===== src/rtl/wp_pkg.sv =====
package wp_pkg;

   // Control register layout, MSB first.
   typedef struct packed {
      logic [2:0] rsv_hi;
      logic [4:0] size_log2;
      logic [2:0] rsv_mid;
      logic       linked;
      logic [3:0] link_num;
      logic [1:0] sec_sel;
      logic       high_lvl;
      logic [7:0] byte_sel;
      logic [1:0] dir;
      logic [1:0] lvl_ok;
      logic       en;
   } wp_ctl_t;

   localparam int CTL_W      = 32;
   localparam int LINK_SPACE = 16;
   localparam int MIN_SIZE   = 3;

endpackage


===== src/rtl/wp_range_decode.sv =====
module wp_range_decode #(
   parameter int ADDR_W      = 32,
   parameter bit LEGACY_WORD = 1'b1
) (
   input  logic [ADDR_W-1:0] wvr,
   input  logic [4:0]        size_log2,
   input  logic [7:0]        byte_sel,
   output logic              valid,
   output logic [ADDR_W-1:0] base,
   output logic [ADDR_W:0]   len
);
   import wp_pkg::*;

   logic [7:0] sel;
   logic [3:0] first;
   logic [3:0] run;
   logic       seen;
   logic       stop;

   generate
      if (LEGACY_WORD) begin : g_legacy
         assign sel = wvr[2] ? {4'h0, byte_sel[3:0]} : byte_sel;
      end else begin : g_plain
         assign sel = byte_sel;
      end
   endgenerate

   always_comb begin
      first = 4'd0;
      seen  = 1'b0;
      for (int i = 0; i < 8; i++) begin
         if (!seen && sel[i]) begin
            first = 4'(i);
            seen  = 1'b1;
         end
      end
      run  = 4'd0;
      stop = 1'b0;
      for (int i = 0; i < 8; i++) begin
         if (4'(i) >= first) begin
            if (!stop && sel[i]) run = run + 4'd1;
            else                 stop = 1'b1;
         end
      end
   end

   always_comb begin
      if (size_log2 != 5'd0) begin
         valid = (size_log2 >= 5'(MIN_SIZE));
         base  = wvr & ({ADDR_W{1'b1}} << size_log2);
         len   = (ADDR_W+1)'(1) << size_log2;
      end else begin
         valid = (sel != 8'h00);
         base  = {wvr[ADDR_W-1:2], 2'b00} + ADDR_W'(first);
         len   = (ADDR_W+1)'(run);
      end
   end

endmodule


===== src/rtl/wp_entry.sv =====
module wp_entry #(
   parameter int ADDR_W = 32,
   parameter int NUM_BP = 6,
   parameter int LEN_W  = 4
) (
   input  logic              clk,
   input  logic              rst_n,
   input  logic              wr_val,
   input  logic              wr_ctl,
   input  logic [ADDR_W-1:0] wdata,
   input  logic [ADDR_W-1:0] acc_addr,
   input  logic [LEN_W-1:0]  acc_len,
   input  logic              acc_write,
   input  logic [1:0]        eff_level,
   input  logic              core_secure,
   input  logic [NUM_BP-1:0] bp_pass,
   output logic              match
);
   import wp_pkg::*;

   localparam int XW = ADDR_W + 2;

   logic [ADDR_W-1:0] wvr;
   logic [CTL_W-1:0]  wcr;
   wp_ctl_t           f;

   always_ff @(posedge clk or negedge rst_n) begin
      if (!rst_n) begin
         wvr <= '0;
         wcr <= '0;
      end else begin
         if (wr_val) wvr <= {wdata[ADDR_W-1:2], 2'b00};
         if (wr_ctl) wcr <= wdata[CTL_W-1:0];
      end
   end

   assign f = wp_ctl_t'(wcr);

   logic              dec_ok;
   logic [ADDR_W-1:0] rng_base;
   logic [ADDR_W:0]   rng_len;

   wp_range_decode #(.ADDR_W(ADDR_W), .LEGACY_WORD(1'b1)) u_dec (
      .wvr       (wvr),
      .size_log2 (f.size_log2),
      .byte_sel  (f.byte_sel),
      .valid     (dec_ok),
      .base      (rng_base),
      .len       (rng_len)
   );

   logic [LEN_W-1:0] len_eff;
   logic [XW-1:0]    a_lo, a_hi, r_lo, r_end;
   logic             overlap, dir_ok, lvl_ok, sec_ok, link_ok;
   logic [LINK_SPACE-1:0] bp_ext;

   assign len_eff = (acc_len == '0) ? LEN_W'(1) : acc_len;
   assign a_lo    = XW'(acc_addr);
   assign a_hi    = a_lo + XW'(len_eff) - XW'(1);
   assign r_lo    = XW'(rng_base);
   assign r_end   = r_lo + XW'(rng_len);
   assign overlap = (a_lo < r_end) && (a_hi >= r_lo);

   assign dir_ok  = acc_write ? f.dir[1] : f.dir[0];

   always_comb begin
      case (eff_level)
         2'd0:    lvl_ok = f.lvl_ok[0];
         2'd1:    lvl_ok = f.lvl_ok[1];
         default: lvl_ok = f.high_lvl;
      endcase
   end

   always_comb begin
      case (f.sec_sel)
         2'b01:   sec_ok = !core_secure;
         2'b10:   sec_ok = core_secure;
         default: sec_ok = 1'b1;
      endcase
   end

   assign bp_ext  = LINK_SPACE'(bp_pass);
   assign link_ok = !f.linked || bp_ext[f.link_num];

   assign match = f.en && dec_ok && dir_ok && lvl_ok && sec_ok && link_ok && overlap;

endmodule


===== src/rtl/wp_prio_pick.sv =====
module wp_prio_pick #(
   parameter int N     = 4,
   parameter int IDX_W = 2
) (
   input  logic [N-1:0]     req,
   output logic             any,
   output logic [IDX_W-1:0] idx
);
   always_comb begin
      any = |req;
      idx = '0;
      for (int i = N - 1; i >= 0; i--) begin
         if (req[i]) idx = IDX_W'(i);
      end
   end
endmodule


===== src/rtl/wp_bank.sv =====
module wp_bank #(
   parameter int NUM_WP  = 4,
   parameter int NUM_BP  = 6,
   parameter int ADDR_W  = 32,
   parameter int MAX_ACC = 8,
   localparam int IDX_W  = (NUM_WP > 1) ? $clog2(NUM_WP) : 1,
   localparam int LEN_W  = $clog2(MAX_ACC + 1)
) (
   input  logic              clk,
   input  logic              rst_n,
   input  logic              cfg_we,
   input  logic              cfg_sel,
   input  logic [IDX_W-1:0]  cfg_idx,
   input  logic [ADDR_W-1:0] cfg_wdata,
   input  logic              mon_dbg_en,
   input  logic              dbg_exc_en,
   input  logic [1:0]        core_level,
   input  logic              core_secure,
   input  logic [NUM_BP-1:0] bp_pass,
   input  logic              acc_valid,
   input  logic [ADDR_W-1:0] acc_addr,
   input  logic [LEN_W-1:0]  acc_len,
   input  logic              acc_write,
   input  logic              acc_unpriv,
   output logic              res_valid,
   output logic              res_hit,
   output logic [IDX_W-1:0]  res_idx,
   output logic              res_wnr,
   output logic [ADDR_W-1:0] res_addr
);
   import wp_pkg::*;

   generate
      if (ADDR_W < CTL_W) begin : g_bad_addr_w
         $error("wp_bank: ADDR_W must be at least the control width");
      end
      if (NUM_BP < 1 || NUM_BP > LINK_SPACE) begin : g_bad_num_bp
         $error("wp_bank: NUM_BP out of range");
      end
      if (NUM_WP < 1) begin : g_bad_num_wp
         $error("wp_bank: NUM_WP must be positive");
      end
      if (MAX_ACC < 1) begin : g_bad_max_acc
         $error("wp_bank: MAX_ACC must be positive");
      end
   endgenerate

   logic [1:0]        eff_level;
   logic [NUM_WP-1:0] hits;
   logic              any_hit;
   logic [IDX_W-1:0]  first_idx;

   assign eff_level = acc_unpriv ? 2'd0 : core_level;

   generate
      for (genvar g = 0; g < NUM_WP; g++) begin : g_wp
         logic sel_me;
         assign sel_me = cfg_we && (cfg_idx == IDX_W'(g));
         wp_entry #(.ADDR_W(ADDR_W), .NUM_BP(NUM_BP), .LEN_W(LEN_W)) u_ent (
            .clk         (clk),
            .rst_n       (rst_n),
            .wr_val      (sel_me && !cfg_sel),
            .wr_ctl      (sel_me && cfg_sel),
            .wdata       (cfg_wdata),
            .acc_addr    (acc_addr),
            .acc_len     (acc_len),
            .acc_write   (acc_write),
            .eff_level   (eff_level),
            .core_secure (core_secure),
            .bp_pass     (bp_pass),
            .match       (hits[g])
         );
      end
   endgenerate

   wp_prio_pick #(.N(NUM_WP), .IDX_W(IDX_W)) u_pick (
      .req (hits),
      .any (any_hit),
      .idx (first_idx)
   );

   always_ff @(posedge clk or negedge rst_n) begin
      if (!rst_n) begin
         res_valid <= 1'b0;
         res_hit   <= 1'b0;
         res_idx   <= '0;
         res_wnr   <= 1'b0;
         res_addr  <= '0;
      end else begin
         res_valid <= acc_valid;
         res_hit   <= acc_valid && mon_dbg_en && dbg_exc_en && any_hit;
         if (acc_valid) begin
            res_idx  <= any_hit ? first_idx : '0;
            res_wnr  <= acc_write;
            res_addr <= acc_addr;
         end
      end
   end

endmodule


===== config.mk =====
export PLATFORM = sky130hd
export DESIGN_NAME = wp_bank
export DESIGN_NICKNAME = d
export VERILOG_FILES = /design/src/rtl/wp_pkg.sv /design/src/rtl/wp_range_decode.sv /design/src/rtl/wp_entry.sv /design/src/rtl/wp_prio_pick.sv /design/src/rtl/wp_bank.sv
export SDC_FILE = /design/constraint.sdc
export NUM_CORES = 1
export LEC_CHECK = 0
export ABC_AREA = 1
export BUFFER_PORTS_ARGS = -buffer_cell sky130_fd_sc_hd__buf_2
export CORE_MARGIN = 1
export CORE_UTILIZATION = 35
export DETAILED_ROUTE_END_ITERATION = 10
export GPL_TIMING_DRIVEN = 0
export PLACE_DENSITY_LB_ADDON = 0.3
export SYNTH_ARGS = -nofsm -noshare
export SYNTH_HDL_FRONTEND = slang
export SYNTH_SLANG_ARGS = --single-unit

===== constraint.sdc =====
create_clock -name clk -period 18.8 [get_ports clk]
set_input_delay 5.64 -clock clk [delete_from_list [all_inputs] [get_ports clk]]
set_output_delay 5.64 -clock clk [all_outputs]
set_load 0.005 [all_outputs]

==> reports/summary.txt <==
======================================================================================
Count of pins over their slew limit                                                  0
Post-Syn Nets                                                                     5381
Final sum of negative setup slack                                                 0 ps
Number of DRC violations after detailed routing                                      0
Crit Reg-Reg Startpoint                                                   g_wp[3].u_ent.wvr[2]
Final estimated routing congestion in global placement                           1.011
CTS H-tree depth                                                                     2
Number of ports placed on the die boundary                                         125
Unrepaired setup endpoints after global routing                                     no
P per Cell Area                                                           84.93 mW/mm²
Final standard cell utilization of the core                                     39.15%
Largest fanout on the critical path                                                  6
Initial antenna violation count                                                      7
Sink Count                                                                         261
Total Die Area                                                             0.09275 mm²
Pre-antenna DRT Iters                                                                6
Actual slew at the worst max-slew pin                                          1198 ps
Worst min-delay path category                                             register to register
Primary FF master, synth                                                  sky130_fd_sc_hd__dfrtp_1
Cell taking the most area after synthesis                                 sky130_fd_sc_hd__dfrtp_1
Height of the chip                                                            304.5 µm
Most used cell along the critical path                                    sky130_fd_sc_hd__nand2_1
Wire length per cell                                                          19.79 µm
CTS tree                                                                           yes
Delay contributed by the slowest stage of the critical path                     700 ps
Mapped Avg Cell Area                                                         6.591 µm²
Avg Vias per Cell                                                                5.353
Count of unique library cells instantiated by Yosys                                 75
Buffers plus inverters on the worst setup path                                       2
Number of global-route vias before repair                                        30032
Layout-stage area growth over the synthesis result                              10.33%
Period utilization                                                              59.03%
Maximum clock path buffer count                                                      3
GRT Overall Usage                                                               25.91%
Final number of setup-violating endpoints                                            0
Clock Root Buffer                                                         sky130_fd_sc_hd__clkbuf_16
Post-synth ARST share                                                           100.0%
Max Clk Rate                                                               0.09011 GHz
Post-synthesis instance area                                               0.03204 mm²
Effective utilization at floorplan                                              35.48%
Worst endpoint data arrival time                                              11540 ps
Proportion of synthesized chip area in sequential cells                         20.39%
Vias post-DR                                                                     33324
Maximum number of pins on one net before global-route repair                       114
Leak pwr                                                                      17.54 nW
Worst Min Path Start                                                      res_addr[18]
Smallest hold slack                                                           461.8 ps
Synthesized netlist cell count                                                    4861
Yosys warning total                                                                  0
Congestion Overflow GR                                                               0
Critical path class                                                       input pin to register
TritonCTS Buffers                                                                   35
Port bufs                                                                          123
Post-DP HPWL                                                                 101300 µm
Core region area                                                           0.09029 mm²
Setup slack of the most critical reg-to-reg path                               9550 ps
Capture instance of the worst register-to-register path                        res_hit
Die width                                                                     304.5 µm
Number of nets in the finished design                                             5544
Synth top area share                                                            20.39%
Status                                                                       completed
Number of rows created at floorplan                                                110
Flip-flop and latch count after synthesis                                          261
Library cell contributing the largest single delay on the critical path   sky130_fd_sc_hd__xor2_1
Worst-case vdd ir drop                                                        56.68 µV
Routed wire length                                                           123200 µm
Commonest cells after routing, fill and taps aside                        1141 x sky130_fd_sc_hd__nand2_1, 668 x sky130_fd_sc_hd__inv_1, 450 x sky130_fd_sc_hd__nor2_1
Data required time at the worst endpoint                                      19240 ps
Initial detailed-routing violation count                                          3223
Clock latency of the later-clocked register in the worst-skew pair              570 ps
Post-CTS setup repair buffer count                                                   0
Overall Power                                                               0.003002 W
Most area-consuming cells after synthesis                                 sky130_fd_sc_hd__dfrtp_1 20%, sky130_fd_sc_hd__ha_1 17%, sky130_fd_sc_hd__nand2_1 13%
Minimum period implied by the final worst setup slack                         11100 ps
Most frequent standard cell in the layout excluding fill and tap cells    sky130_fd_sc_hd__nand2_1
Critical path startpoint category                                            input pin
Wire length of the first global-routing pass                                 184000 µm
Worst hold path endpoint                                                  res_addr[18]
Worst Setup End Kind                                                          register
Clk_skew                                                                      26.86 ps
Total of hold buffers inserted after clock tree synthesis                            0
Max-cap violations                                                                   0
Clock slew at reported path FFs                                                  50 ps
Cell depth of the worst min-delay path                                               2
Cell class contributing the biggest share of worst-path delay             simple AND/OR/NAND/NOR gates
Final number of hold-violating endpoints                                             0
Count of antenna-violating nets left after detailed routing                          0
Post-CTS Resized                                                                     0
EDFF count, synth                                                                    0
Share of post-route cells with drive strength above 1                           8.201%
Max-slew headroom                                                               19.57%
Reg2Reg Depth                                                                       56
======================================================================================
## cell usage after synthesis (11+ instances only)
library cell / instances
sky130_fd_sc_hd__nand3_2: 11
sky130_fd_sc_hd__clkbuf_1: 75
sky130_fd_sc_hd__nand3b_1: 11
sky130_fd_sc_hd__dfrtp_1: 261
sky130_fd_sc_hd__o21ai_0: 432
sky130_fd_sc_hd__inv_1: 668
sky130_fd_sc_hd__nand4_1: 83
sky130_fd_sc_hd__a21oi_1: 307
sky130_fd_sc_hd__nor4_1: 33
sky130_fd_sc_hd__nor3_1: 102
sky130_fd_sc_hd__o21ai_1: 20
sky130_fd_sc_hd__nor2_1: 450
sky130_fd_sc_hd__o21bai_1: 11
sky130_fd_sc_hd__nor2_2: 22
sky130_fd_sc_hd__nand2_4: 16
sky130_fd_sc_hd__o211ai_1: 27
sky130_fd_sc_hd__ha_1: 427
sky130_fd_sc_hd__nor2_4: 22
sky130_fd_sc_hd__a2111oi_0: 13
sky130_fd_sc_hd__nor3_2: 15
sky130_fd_sc_hd__nand2_1: 1141
sky130_fd_sc_hd__a211oi_1: 19
sky130_fd_sc_hd__xor2_1: 114
sky130_fd_sc_hd__xnor2_1: 72
sky130_fd_sc_hd__nand3_1: 212
sky130_fd_sc_hd__inv_2: 49
sky130_fd_sc_hd__o21a_1: 35
sky130_fd_sc_hd__a31oi_1: 17
sky130_fd_sc_hd__nand2_2: 43
## metrics by stage
stage | instances | worst slack, ps | area [µm²]
after floorplan | 4861 | 8833 | 32040
after global placement | 6160 | 6947 | 34120
after detailed placement | 6163 | 7154 | 34200
after CTS | 6224 | 7704 | 35350
after global routing | 6225 | 7253 | 35350
final | 6225 | 7703 | 35350
## worst register-to-register path, delay by kind of cell (launching register included)
kind	cells	cell delay (ps)
buf+inv	7	480
flops	1	510
xor+xnor	2	360
compound gates	13	2780
fa+ha+maj	6	1610
simple gates	28	3410
## flip-flops by register name, indices dropped and copies added, names as in the netlist
name            flops
g_wp.u_ent.wvr    120
g_wp.u_ent.f      104
res_wnr             1
res_addr           32
res_idx             2
res_hit             1
res_valid           1
## worst max path at each step
stage | end | depth (start not counted) | slack (ps) | from
global placement | res_addr[31] | 1 | 6950 | rst_n
global route | res_hit | 32 | 7250 | acc_len[3]
CTS | res_idx[0] | 32 | 7700 | acc_len[3]
floorplan | res_hit | 29 | 8830 | acc_len[1]
detailed placement | res_idx[0] | 32 | 7150 | acc_len[3]
finish | res_hit | 32 | 7700 | acc_len[1]
## kinds of logic after synthesis
kind of cell	Yosys count	share of synthesized area, %
and+or+nand+nor	2202	30.72
xor gates and xnor gates	187	5.136
adders and majority gates	432	16.99
AOI/OAI and AO/OA	963	16.92
muxes	9	0.2812
buffers and inverters	807	9.568
DFF	261	20.39
## routing by layer
metal | up-vias | wire length (µm) | global-route usage [%]
met5 | - | 37 | 0
met4 | 6 | 3850 | 7.822
met3 | 174 | 9400 | 3.665
met2 | 1174 | 53130 | 40.28
met1 | 15465 | 56760 | 36.86
li1 | 16505 | - | -
## final cells by class
class                           instances  area [µm²]
Antenna cell                            1       2.502
Sequential cell                       261        6531
Fill cell                            9766       54940
Tap cell                             1176        1471
Buffer                                 85       350.3
Timing Repair Buffer                  126       685.7
Clock buffer                           51        1046
Multi-Input combinational cell       3793       22440
Inverter                              722        2715
Clock inverter                         10       103.9
## power by group
part	switching, W	internal, W	total [W]
Combinational	0.00104	0.000519	0.00156
Clock	0.000280	0.000391	0.000672
Sequential	0.000111	0.000659	0.000770
Total	0.00143	0.00157	0.00300
Power figures use the tool's default switching activity.
